<file path="src/rtl/tbd_pkg.sv">
// Shared types for the thread block dispatcher.
// Assumes nothing beyond a two-state controller.
package tbd_pkg;
    typedef enum logic {
        TD_IDLE = 1'b0,
        TD_RUN  = 1'b1
    } tbd_state_e;
endpackage

</file>
<file path="src/rtl/tbd_slot_pick.sv">
// Lowest-index free slot picker.
// Takes a free vector and returns a one-hot grant of its lowest set bit.
// Assumes NUM_SLOTS >= 1.
module tbd_slot_pick #(
    parameter int NUM_SLOTS = 16
) (
    input  logic [NUM_SLOTS-1:0] free_vec,
    output logic [NUM_SLOTS-1:0] grant,
    output logic                 any_free
);
    // Priority scan from slot 0 upward.
    always_comb begin
        logic taken;
        taken = 1'b0;
        grant = '0;
        for (int i = 0; i < NUM_SLOTS; i++) begin
            if (free_vec[i] && !taken) begin
                grant[i] = 1'b1;
                taken    = 1'b1;
            end
        end
        any_free = taken;
    end
endmodule

</file>
<file path="src/rtl/tbd_thread_mask.sv">
// Per-thread and per-warp active masks for one block.
// A thread is active while base + t < n. Assumes BLK_DIM is a multiple of WARP
// and that base + BLK_DIM fits in IW bits.
module tbd_thread_mask #(
    parameter int BLK_DIM = 512,
    parameter int WARP    = 32,
    parameter int IW      = 17
) (
    input  logic [IW-1:0]           base,
    input  logic [IW-1:0]           n_lim,
    output logic [BLK_DIM-1:0]      tmask,
    output logic [BLK_DIM/WARP-1:0] wmask
);
    localparam int NWARP = BLK_DIM / WARP;

    for (genvar t = 0; t < BLK_DIM; t++) begin : g_thr
        localparam logic [IW-1:0] OFS = IW'(t);
        // One guard comparator per thread lane.
        assign tmask[t] = (base + OFS) < n_lim;
    end

    for (genvar w = 0; w < NWARP; w++) begin : g_warp
        // A warp is live when any of its lanes is live.
        assign wmask[w] = |tmask[w*WARP +: WARP];
    end
endmodule

</file>
<file path="src/rtl/tbd_launch_ctl.sv">
// Launch controller: accepts a launch, counts blocks out and back in,
// tracks slot occupancy and raises a one-cycle done pulse.
// Assumes grant is the one-hot pick among ~occ produced outside.
module tbd_launch_ctl
    import tbd_pkg::*;
#(
    parameter int NUM_SLOTS = 16,
    parameter int BLK_DIM   = 512,
    parameter int NW        = 16,
    parameter int IW        = NW + 1
) (
    input  logic                 clk,
    input  logic                 rst_n,
    input  logic                 launch_vld,
    input  logic [NW-1:0]        launch_n,
    output logic                 launch_rdy,
    input  logic [NUM_SLOTS-1:0] slot_cmpl,
    input  logic [NUM_SLOTS-1:0] grant,
    input  logic                 any_free,
    output logic [NUM_SLOTS-1:0] occ,
    output logic                 disp_fire,
    output logic [IW-1:0]        blk_q,
    output logic [IW-1:0]        base_q,
    output logic [IW-1:0]        n_q,
    output logic                 done
);
    localparam logic [IW-1:0] BLK_W = IW'(BLK_DIM);
    localparam int            CW    = $clog2(NUM_SLOTS + 1);

    tbd_state_e           state;
    logic [IW-1:0]        total_q;
    logic [IW-1:0]        ret_cnt_q;
    logic [IW-1:0]        nblk;
    logic [NUM_SLOTS-1:0] ret_vec;
    logic [CW-1:0]        ret_num;
    logic [IW-1:0]        ret_next;

    // Ceiling division of the requested size by the block size.
    assign nblk = ({1'b0, launch_n} + BLK_W - IW'(1)) / BLK_W;

    assign launch_rdy = (state == TD_IDLE);
    assign disp_fire  = (state == TD_RUN) && (blk_q < total_q) && any_free;

    // Completions count only for slots that hold a block.
    always_comb begin
        ret_vec = occ & slot_cmpl;
        ret_num = '0;
        for (int i = 0; i < NUM_SLOTS; i++) begin
            ret_num = ret_num + CW'(ret_vec[i]);
        end
        ret_next = ret_cnt_q + IW'(ret_num);
    end

    // Controller state, counters and occupancy.
    always_ff @(posedge clk) begin
        if (!rst_n) begin
            state     <= TD_IDLE;
            total_q   <= '0;
            ret_cnt_q <= '0;
            blk_q     <= '0;
            base_q    <= '0;
            n_q       <= '0;
            occ       <= '0;
            done      <= 1'b0;
        end else begin
            done <= 1'b0;
            if (state == TD_IDLE) begin
                if (launch_vld) begin
                    n_q       <= {1'b0, launch_n};
                    total_q   <= nblk;
                    blk_q     <= '0;
                    base_q    <= '0;
                    ret_cnt_q <= '0;
                    if (nblk == '0) done  <= 1'b1;
                    else            state <= TD_RUN;
                end
            end else begin
                occ       <= (occ & ~ret_vec) | (disp_fire ? grant : '0);
                ret_cnt_q <= ret_next;
                if (disp_fire) begin
                    blk_q  <= blk_q + IW'(1);
                    base_q <= base_q + BLK_W;
                end
                if (ret_next == total_q) begin
                    state <= TD_IDLE;
                    done  <= 1'b1;
                end
            end
        end
    end
endmodule

</file>
<file path="src/rtl/tblk_dispatcher.sv">
// Thread block dispatcher top: splits a launch of n threads into blocks of
// BLK_DIM, hands them to NUM_SLOTS slots (one resident block each) and emits
// per-block thread/warp masks plus a lane index lookup.
// Assumes BLK_DIM is a multiple of WARP and no larger than 2**NW.
module tblk_dispatcher #(
    parameter int NUM_SLOTS = 16,
    parameter int BLK_DIM   = 512,
    parameter int WARP      = 32,
    parameter int NW        = 16,
    parameter int IW        = NW + 1,
    parameter int LW        = $clog2(BLK_DIM),
    parameter int NWARP     = BLK_DIM / WARP
) (
    input  logic                 clk,
    input  logic                 rst_n,
    input  logic                 launch_vld,
    input  logic [NW-1:0]        launch_n,
    output logic                 launch_rdy,
    input  logic [NUM_SLOTS-1:0] slot_cmpl,
    output logic [NUM_SLOTS-1:0] disp_vld,
    output logic [IW-1:0]        disp_blk,
    output logic [IW-1:0]        disp_base,
    output logic [BLK_DIM-1:0]   disp_tmask,
    output logic [NWARP-1:0]     disp_wmask,
    input  logic [LW-1:0]        lane_sel,
    output logic [IW-1:0]        lane_gidx,
    output logic                 done
);
    logic [NUM_SLOTS-1:0] occ;
    logic [NUM_SLOTS-1:0] grant;
    logic                 any_free;
    logic                 disp_fire;
    logic [IW-1:0]        n_q;

    tbd_slot_pick #(.NUM_SLOTS(NUM_SLOTS)) u_pick (
        .free_vec (~occ),
        .grant    (grant),
        .any_free (any_free)
    );

    tbd_launch_ctl #(
        .NUM_SLOTS(NUM_SLOTS), .BLK_DIM(BLK_DIM), .NW(NW), .IW(IW)
    ) u_ctl (
        .clk        (clk),
        .rst_n      (rst_n),
        .launch_vld (launch_vld),
        .launch_n   (launch_n),
        .launch_rdy (launch_rdy),
        .slot_cmpl  (slot_cmpl),
        .grant      (grant),
        .any_free   (any_free),
        .occ        (occ),
        .disp_fire  (disp_fire),
        .blk_q      (disp_blk),
        .base_q     (disp_base),
        .n_q        (n_q),
        .done       (done)
    );

    tbd_thread_mask #(.BLK_DIM(BLK_DIM), .WARP(WARP), .IW(IW)) u_mask (
        .base  (disp_base),
        .n_lim (n_q),
        .tmask (disp_tmask),
        .wmask (disp_wmask)
    );

    assign disp_vld  = disp_fire ? grant : '0;
    assign lane_gidx = disp_base + IW'(lane_sel);
endmodule

</file>
<file path="config.mk">
export PLATFORM = sky130hd
export DESIGN_NAME = tblk_dispatcher
export DESIGN_NICKNAME = d
export VERILOG_FILES = /design/src/rtl/tbd_pkg.sv /design/src/rtl/tbd_slot_pick.sv /design/src/rtl/tbd_thread_mask.sv /design/src/rtl/tbd_launch_ctl.sv /design/src/rtl/tblk_dispatcher.sv
export SDC_FILE = /design/constraint.sdc
export NUM_CORES = 1
export LEC_CHECK = 0
export ABC_AREA = 1
export BUFFER_PORTS_ARGS = -buffer_cell sky130_fd_sc_hd__buf_2
export CAP_MARGIN = 20
export CORE_AREA = 2 2 249 251
export DETAILED_ROUTE_END_ITERATION = 7
export DIE_AREA = 0 0 251 253
export GPL_ROUTABILITY_DRIVEN = 0
export PLACE_DENSITY = 0.52
export RECOVER_POWER = 100
export SYNTH_ARGS = -nofsm -noshare
export SYNTH_HDL_FRONTEND = slang
export SYNTH_SLANG_ARGS = --single-unit
export TNS_END_PERCENT = 50
</file>
<file path="constraint.sdc">
create_clock -name clk -period 7.4 [get_ports clk]
set_input_delay 0.74 -clock clk [delete_from_list [all_inputs] [get_ports clk]]
set_output_delay 0.74 -clock clk [all_outputs]
set_load 0.01 [all_outputs]
</file>
# --- Yosys cells after proc, flatten, opt, wreduce, memory -nomap -nowiden ---
# Cells that the tools add are included.
op_classes:
  n_addsub: 532
  n_lt_le_gt_ge: 513
  n_eq_ne: 2
  n_mux: 46
  n_bitwise: 6
  n_reduce_logical: 52
op_table:
  columns: ["op", "count"]
  rows:
  - ["$lt 17x16->1", 512]
  - ["$add 17x9->17 const B", 256]
  - ["$add 17x8->17 const B", 128]
  - ["$add 17x7->17 const B", 64]
  - ["$add 17x6->17 const B", 32]
  - ["$reduce_or 32->1", 16]
  - ["$add 17x5->17 const B", 16]
  - ["$add 17x4->17 const B", 8]
  - ["$mux 17", 6]
  - ["$add 5x1->5", 14]
  - ["$add 17x3->17 const B", 4]
  - ["$mux 1", 39]
  - ["$add 17x1->17 const B", 2]
  - ["$add 17x2->17 const B", 2]
  - ["$and 16x16->16", 2]
  - ["$not 16->16", 2]
  - ["$add 16x10->17 const B", 1]
  - ["$add 17x10->17 const B", 1]
  - ["$add 17x5->17", 1]
  - ["$add 17x9->17", 1]
  - ["$eq 17x8->1", 1]
  - ["$logic_and 1x1->1", 17]
  - ["$logic_not 17->1", 1]
  - ["$lt 17x8->1", 1]
  - ["other kinds (9)", 24]
word_totals:
  register_bits: 93
  input_bits: 44
  output_inout_bits: 597
  word_cells: 1159

# --- Depth between registers and ports, before layout ---
depth:
  ltp_word: 50
  ltp_mapped: 29
  depth_no_buf: 29

# --- Hierarchy ---
# From an unflattened synthesis, not the netlist that was laid out.
hier_totals:
  cells_unflattened: 37301
  hier_area_um2: 218276.8
by_module_without_submodules:
  columns: ["mod", "instances", "cells_per_inst", "area_each_um2"]
  rows:
  - ["tbd_thread_mask", 1, 36304, 212077.1]
  - ["tbd_launch_ctl", 1, 751, 5012.3]
  - ["tblk_dispatcher", 1, 203, 943.4]
  - ["tbd_slot_pick", 1, 43, 244.0]

# --- Worst setup path after synthesis ---
# No wires, ideal clock.
synth_timing:
  path_type: "input port to flip-flop"
  from: "in slot_cmpl[0]"
  to: "reg u_ctl.state"
  setup_time_ns: 0.111
  t_arrival_ns: 5.575
  required_ns: 7.289
  path_slack_ns: 1.714
  path_stages: 25
  path_cell_list: "nand2_1 inv_1 ha_1 inv_1 fa_1 fa_1 fa_1 fa_1 fa_1 fa_1 o21ai_0 ha_1 nand2_1 inv_1 a21boi_0 nand2_1 nand2_1 nor2_1 xor2_1 inv_1 nand2_1 nor2_1 nand4_1 nand3_1 inv_1"
synth_between:
  elab_chain_len: 20
synth_lines:
  columns: ["item", "line", "text"]
  rows:
  - ["from (decl)", "tblk_dispatcher.sv:19", "input logic [NUM_SLOTS-1:0] slot_cmpl,"]
  - ["$and 16x16->16", "tbd_launch_ctl.sv:46", "ret_vec = occ & slot_cmpl;"]
  - ["$add 1x1->2", "tbd_launch_ctl.sv:49", "ret_num = ret_num + CW'(ret_vec[i]);"]
  - ["$add 5x1->5 (14 in a row)", "tbd_launch_ctl.sv:49", null]
  - ["$add 17x5->17", "tbd_launch_ctl.sv:51", "ret_next = ret_cnt_q + IW'(ret_num);"]
  - ["$eq 17x8->1", "tbd_launch_ctl.sv:84", "if (ret_next == total_q) begin"]
  - ["$mux 1", "tbd_launch_ctl.sv:84", null]
  - ["$mux 1", "tbd_launch_ctl.sv:67", "if (state == TD_IDLE) begin"]
  - ["to (signal assigned)", "tbd_launch_ctl.sv:57", "state <= TD_IDLE;"]
  - ["to (signal assigned)", "tbd_launch_ctl.sv:75", "else state <= TD_RUN;"]
  - ["to (signal assigned)", "tbd_launch_ctl.sv:85", "state <= TD_IDLE;"]
  - ["to (decl)", "tbd_launch_ctl.sv:30", "tbd_state_e state;"]
# No other way between the ends.
# A chain may end at the register's enable or synchronous reset.

# --- Worst setup path after layout ---
layout_timing:
  from: "reg u_ctl.base_q[10]"
  to: "out disp_tmask[442]"
layout_between:
  elab_chain_len: 2
layout_lines:
  columns: ["item", "line", "text"]
  rows:
  - ["from (decl)", "tbd_launch_ctl.sv:23", "output logic [IW-1:0] base_q,"]
  - ["from (signal assigned)", "tbd_launch_ctl.sv:82", "base_q <= base_q + BLK_W;"]
  - ["$add 17x9->17", "tbd_thread_mask.sv:19", "assign tmask[t] = (base + OFS) < n_lim;"]
  - ["$lt 17x16->1", "tbd_thread_mask.sv:19", null]
  - ["to (decl)", "tblk_dispatcher.sv:23", "output logic [BLK_DIM-1:0] disp_tmask,"]
# No other way between the ends.

==> out/metrics.csv <==
stage,metric,value,unit
timing,final hold violations,0,
pwr,Leak Pwr,6.499,nW
die,row count,91,
clocking,hold_buf cts,0,
yosys,"Seq/Total Area, Yosys",14.45,%
yosys,count of different cell masters after synthesis,53,
pwr,Clk pwr share,13.0,%
detailed_routing,routed len/inst,24.54,um
die,boundary pin count,641,
detailed_routing,Via density,4.828,
clocking,Num Clock Sinks,84,
yosys,#FFs+latches synth,84,
yosys,dominant cell type by area after synthesis,dfxtp_1,
global_route,GRT overflow,0,
outcome,outcome,finished with violations,
pwr,Comb pwr share,73.0,%
yosys,async set or reset register ratio after synthesis,0,%
timing,final setup fails,0,
pwr,Flop pwr share,13.9,%
final_layout,Area Growth Syn to Fin,27.49,%
final_layout,layout cell share with drive strength beyond 1,10.94,%
detailed_routing,"antenna viol nets, final",0,
worst_setup_path,Crit Path Class,reg2out,
clocking,Root Buffer,clkbuf_16,
final_layout,Nets,2687,
pwr,P_int,1.392,mW
die,die area,63500,um^2
yosys,Mapped Area,11640,um^2
hold_path,min-delay worst type,reg2reg,
worst_setup_path,slowest CP cell,a21oi_1,
yosys,Synth Area in Simple Gates,26.73,%
yosys,Synth Area in Compound Gates,30.23,%
timing,normalized max-slew margin,-9.752,%
yosys,Post-Synth Adder-Cell Area,7.266,%
clocking,worst skew pair latency,0.35,ns
clocking,Inserted Clock Buffers,9,
yosys,ranking of synthesized cells by area,"dfxtp_1, inv_1, a21oi_1, nand2_1, o21ai_0",
detailed_routing,WL final,82950,um
yosys,mux cell area share after synthesis,0,%
placed_design,pre-CTS setup slack,1.128,ns
timing,unrepaired setup endpoints after global routing,false,
timing,Hold Slack,0.4731,ns
global_route,GRT Util Overall,24.75,%
die,Chip Width,251,um
timing,worst slew pin tran,1.640,ns
yosys,Yosys top cell area share,14.45,%
clocking,Resized cells post-CTS,0,
yosys,largest family of logic cells by synthesized area,compound AO/OA/AOI/OAI gates,
yosys,Ys Warns,0,
outcome,violated checks,"capacitance limit, slew limit",
pwr,PD cells,241.0,nW/um^2
worst_setup_path,CP startpoint kind,flip-flop,
clocking,postcts setup bufs,0,
yosys,top-count cell post-synth,inv_1,
worst_setup_path,crit-path max cell delay,1.07,ns
die,Die Ht,253,um
pwr,maximum vdd drop,109.2,uV
yosys,dominant synthesized flop cell,dfxtp_1,
detailed_routing,DRC errors left,0,
worst_setup_path,crit end category,output port,
run,Max-cap violations,5,
die,Initial Util,19.07,%
detailed_routing,routed via count,16318,
worst_setup_path,Crit path required time,6.66,ns
yosys,xor-xnor portion of the synthesized cell area,2.333,%
placed_design,DP Wirelength,68530,um
pwr,Net Switching,2.185,mW
timing,TNS Setup,0,ns
worst_setup_path,worst-path cell chain,"ha_1, a21oi_1, o21ai_0, nand2_1, nand2_1, inv_1, nand3_1, o21ai_0, clkinv_1, a21oi_1, o21ai_1, clkbuf_1, o21ai_1, buf_2",
timing,Clock Skews,0.01262,ns
global_route,vias in the first global route,15101,
detailed_routing,DRT iter0 DRCs,1424,
timing,Tcrit/Tclk final,92.16,%
yosys,"EDFF count, synth",0,
clocking,CTS Buffer Depth,2,
worst_setup_path,Crit Path Max Fanout,10,
placed_design,Buffers on Ports,613,
clocking,CTS tree,built,
final_layout,FILL cells,7473,
timing,min cycle time layout,6.820,ns
global_route,first-pass GRT wire length,113400,um
global_route,largest net degree at the start of global routing,81,
clocking,Worst-path clk slew,0.07,ns
yosys,most frequent cells after synthesis,"inv_1, nand2_1, a21oi_1",
die,core area,61030,um^2
detailed_routing,total iterations of the first detailed-routing run,6,
timing,Fmax achieved,146.6,MHz
yosys,Post-Synthesis Cells,2038,
clocking,CTS HTree Levels,3,
global_route,initial antenna violation count,6,
timing,final worst slack,0.5804,ns
worst_setup_path,crit path DAT,6.08,ns
pwr,switching share of power,61.10,%
yosys,Syn Area/Cell,5.711,um^2
timing,max-slew violations,126,
==> cells in the final DEF (no fill, tap or decap), types with 10 or more instances in the layout <==
cell type	count
nor3_1	26
nand2_1	306
inv_2	22
a31oi_1	52
fa_1	11
buf_2	181
xor2_1	27
nand2_2	10
o21bai_1	11
dfxtp_1	83
nand3b_1	19
o21ai_0	261
nand4_1	16
nor2_1	176
inv_1	419
buf_4	14
ha_1	50
nand3_1	73
clkbuf_1	442
a21oi_1	262
==> per-stage QoR <==
stage / instance area [um^2] / total power, mW / cells / util (%)
final: 14840 / 3.577 / 3380 / 24.32
after global routing: 14840 / 3.782 / 3379 / 24.31
after CTS: 15710 / 3.742 / 3377 / 25.74
after detailed placement: 15410 / 3.263 / 3361 / 25.25
after global placement: 15410 / 3.265 / 3361 / 25.25
after floorplan: 11670 / 1.903 / 2046 / -
==> critical path, delay by kind of cell, from the launching register on <==
family	cells	cell delay (ns)
AO/OA/AOI/OAI	6	3.25
adder cells (fa/ha/maj)	1	0.37
buffers and inverters	4	1.01
flip-flops	1	0.71
AND/OR/NAND/NOR	3	0.38
==> path summary, 6_finish.rpt <==
check / from / endpoint / slack, ns / cells past startpoint
worst min-delay path: u_ctl.ret_cnt_q[14] / u_ctl.ret_cnt_q[14] / 0.47 / 2
worst min register to register: u_ctl.ret_cnt_q[14] / u_ctl.ret_cnt_q[14] / 0.47 / 2
worst max-delay path: u_ctl.base_q[10] / disp_tmask[442] / 0.58 / 14
worst max register to register: u_ctl.occ[0] / u_ctl.state / 1.62 / 25
==> power by group through the flow <==
| stage | Sequential [mW] | Combinational (mW) | Clock (mW) |
|---|---|---|---|
| after detailed placement | 0.509 | 2.75 | 0 |
| after global routing | 0.501 | 2.78 | 0.498 |
| after CTS | 0.498 | 2.76 | 0.480 |
| final | 0.499 | 2.61 | 0.467 |
| after floorplan | 0.494 | 1.41 | 0 |
| after global placement | 0.509 | 2.76 | 0 |
==> per-layer routing <==
layer,share of wire (%),track usage [%]
met4,6.1,13.13
met5,0.031,0
met3,8.4,6.065
met2,48,43.25
met1,37,27.76
==> state kept, by name, indices dropped and copies added (netlist names) <==
register,flops
u_ctl.base_q,8
u_ctl.blk_q,17
u_ctl.done,1
u_ctl.n_q,16
u_ctl.occ,16
u_ctl.ret_cnt_q,17
u_ctl.state,1
u_ctl.total_q,8
==> logic make-up (layout without fill, tap and decap cells) <==
logic type      after synthesis  after routing
compound gates              625            625
fa+ha+maj                    61             61
other cells                   1             12
xor+xnor                     31             31
flops                        84             84
buf+inv                     564           1105
simple gates                672            672
==> final cells by class <==
| class | instances | area [um^2] | share of cell area (%) |
|---|---|---|---|
| Timing Repair Buffer | 637 | 2670 | 17.99 |
| Inverter | 452 | 1708 | 11.51 |
| Clock buffer | 9 | 225.2 | 1.518 |
| Tap cell | 790 | 988.4 | 6.661 |
| Sequential cell | 84 | 1683 | 11.34 |
| Antenna cell | 3 | 7.507 | 0.05059 |
| Clock inverter | 7 | 73.82 | 0.4975 |
| Multi-Input combinational cell | 1398 | 7483 | 50.43 |
(Power assumes the default switching activity.)
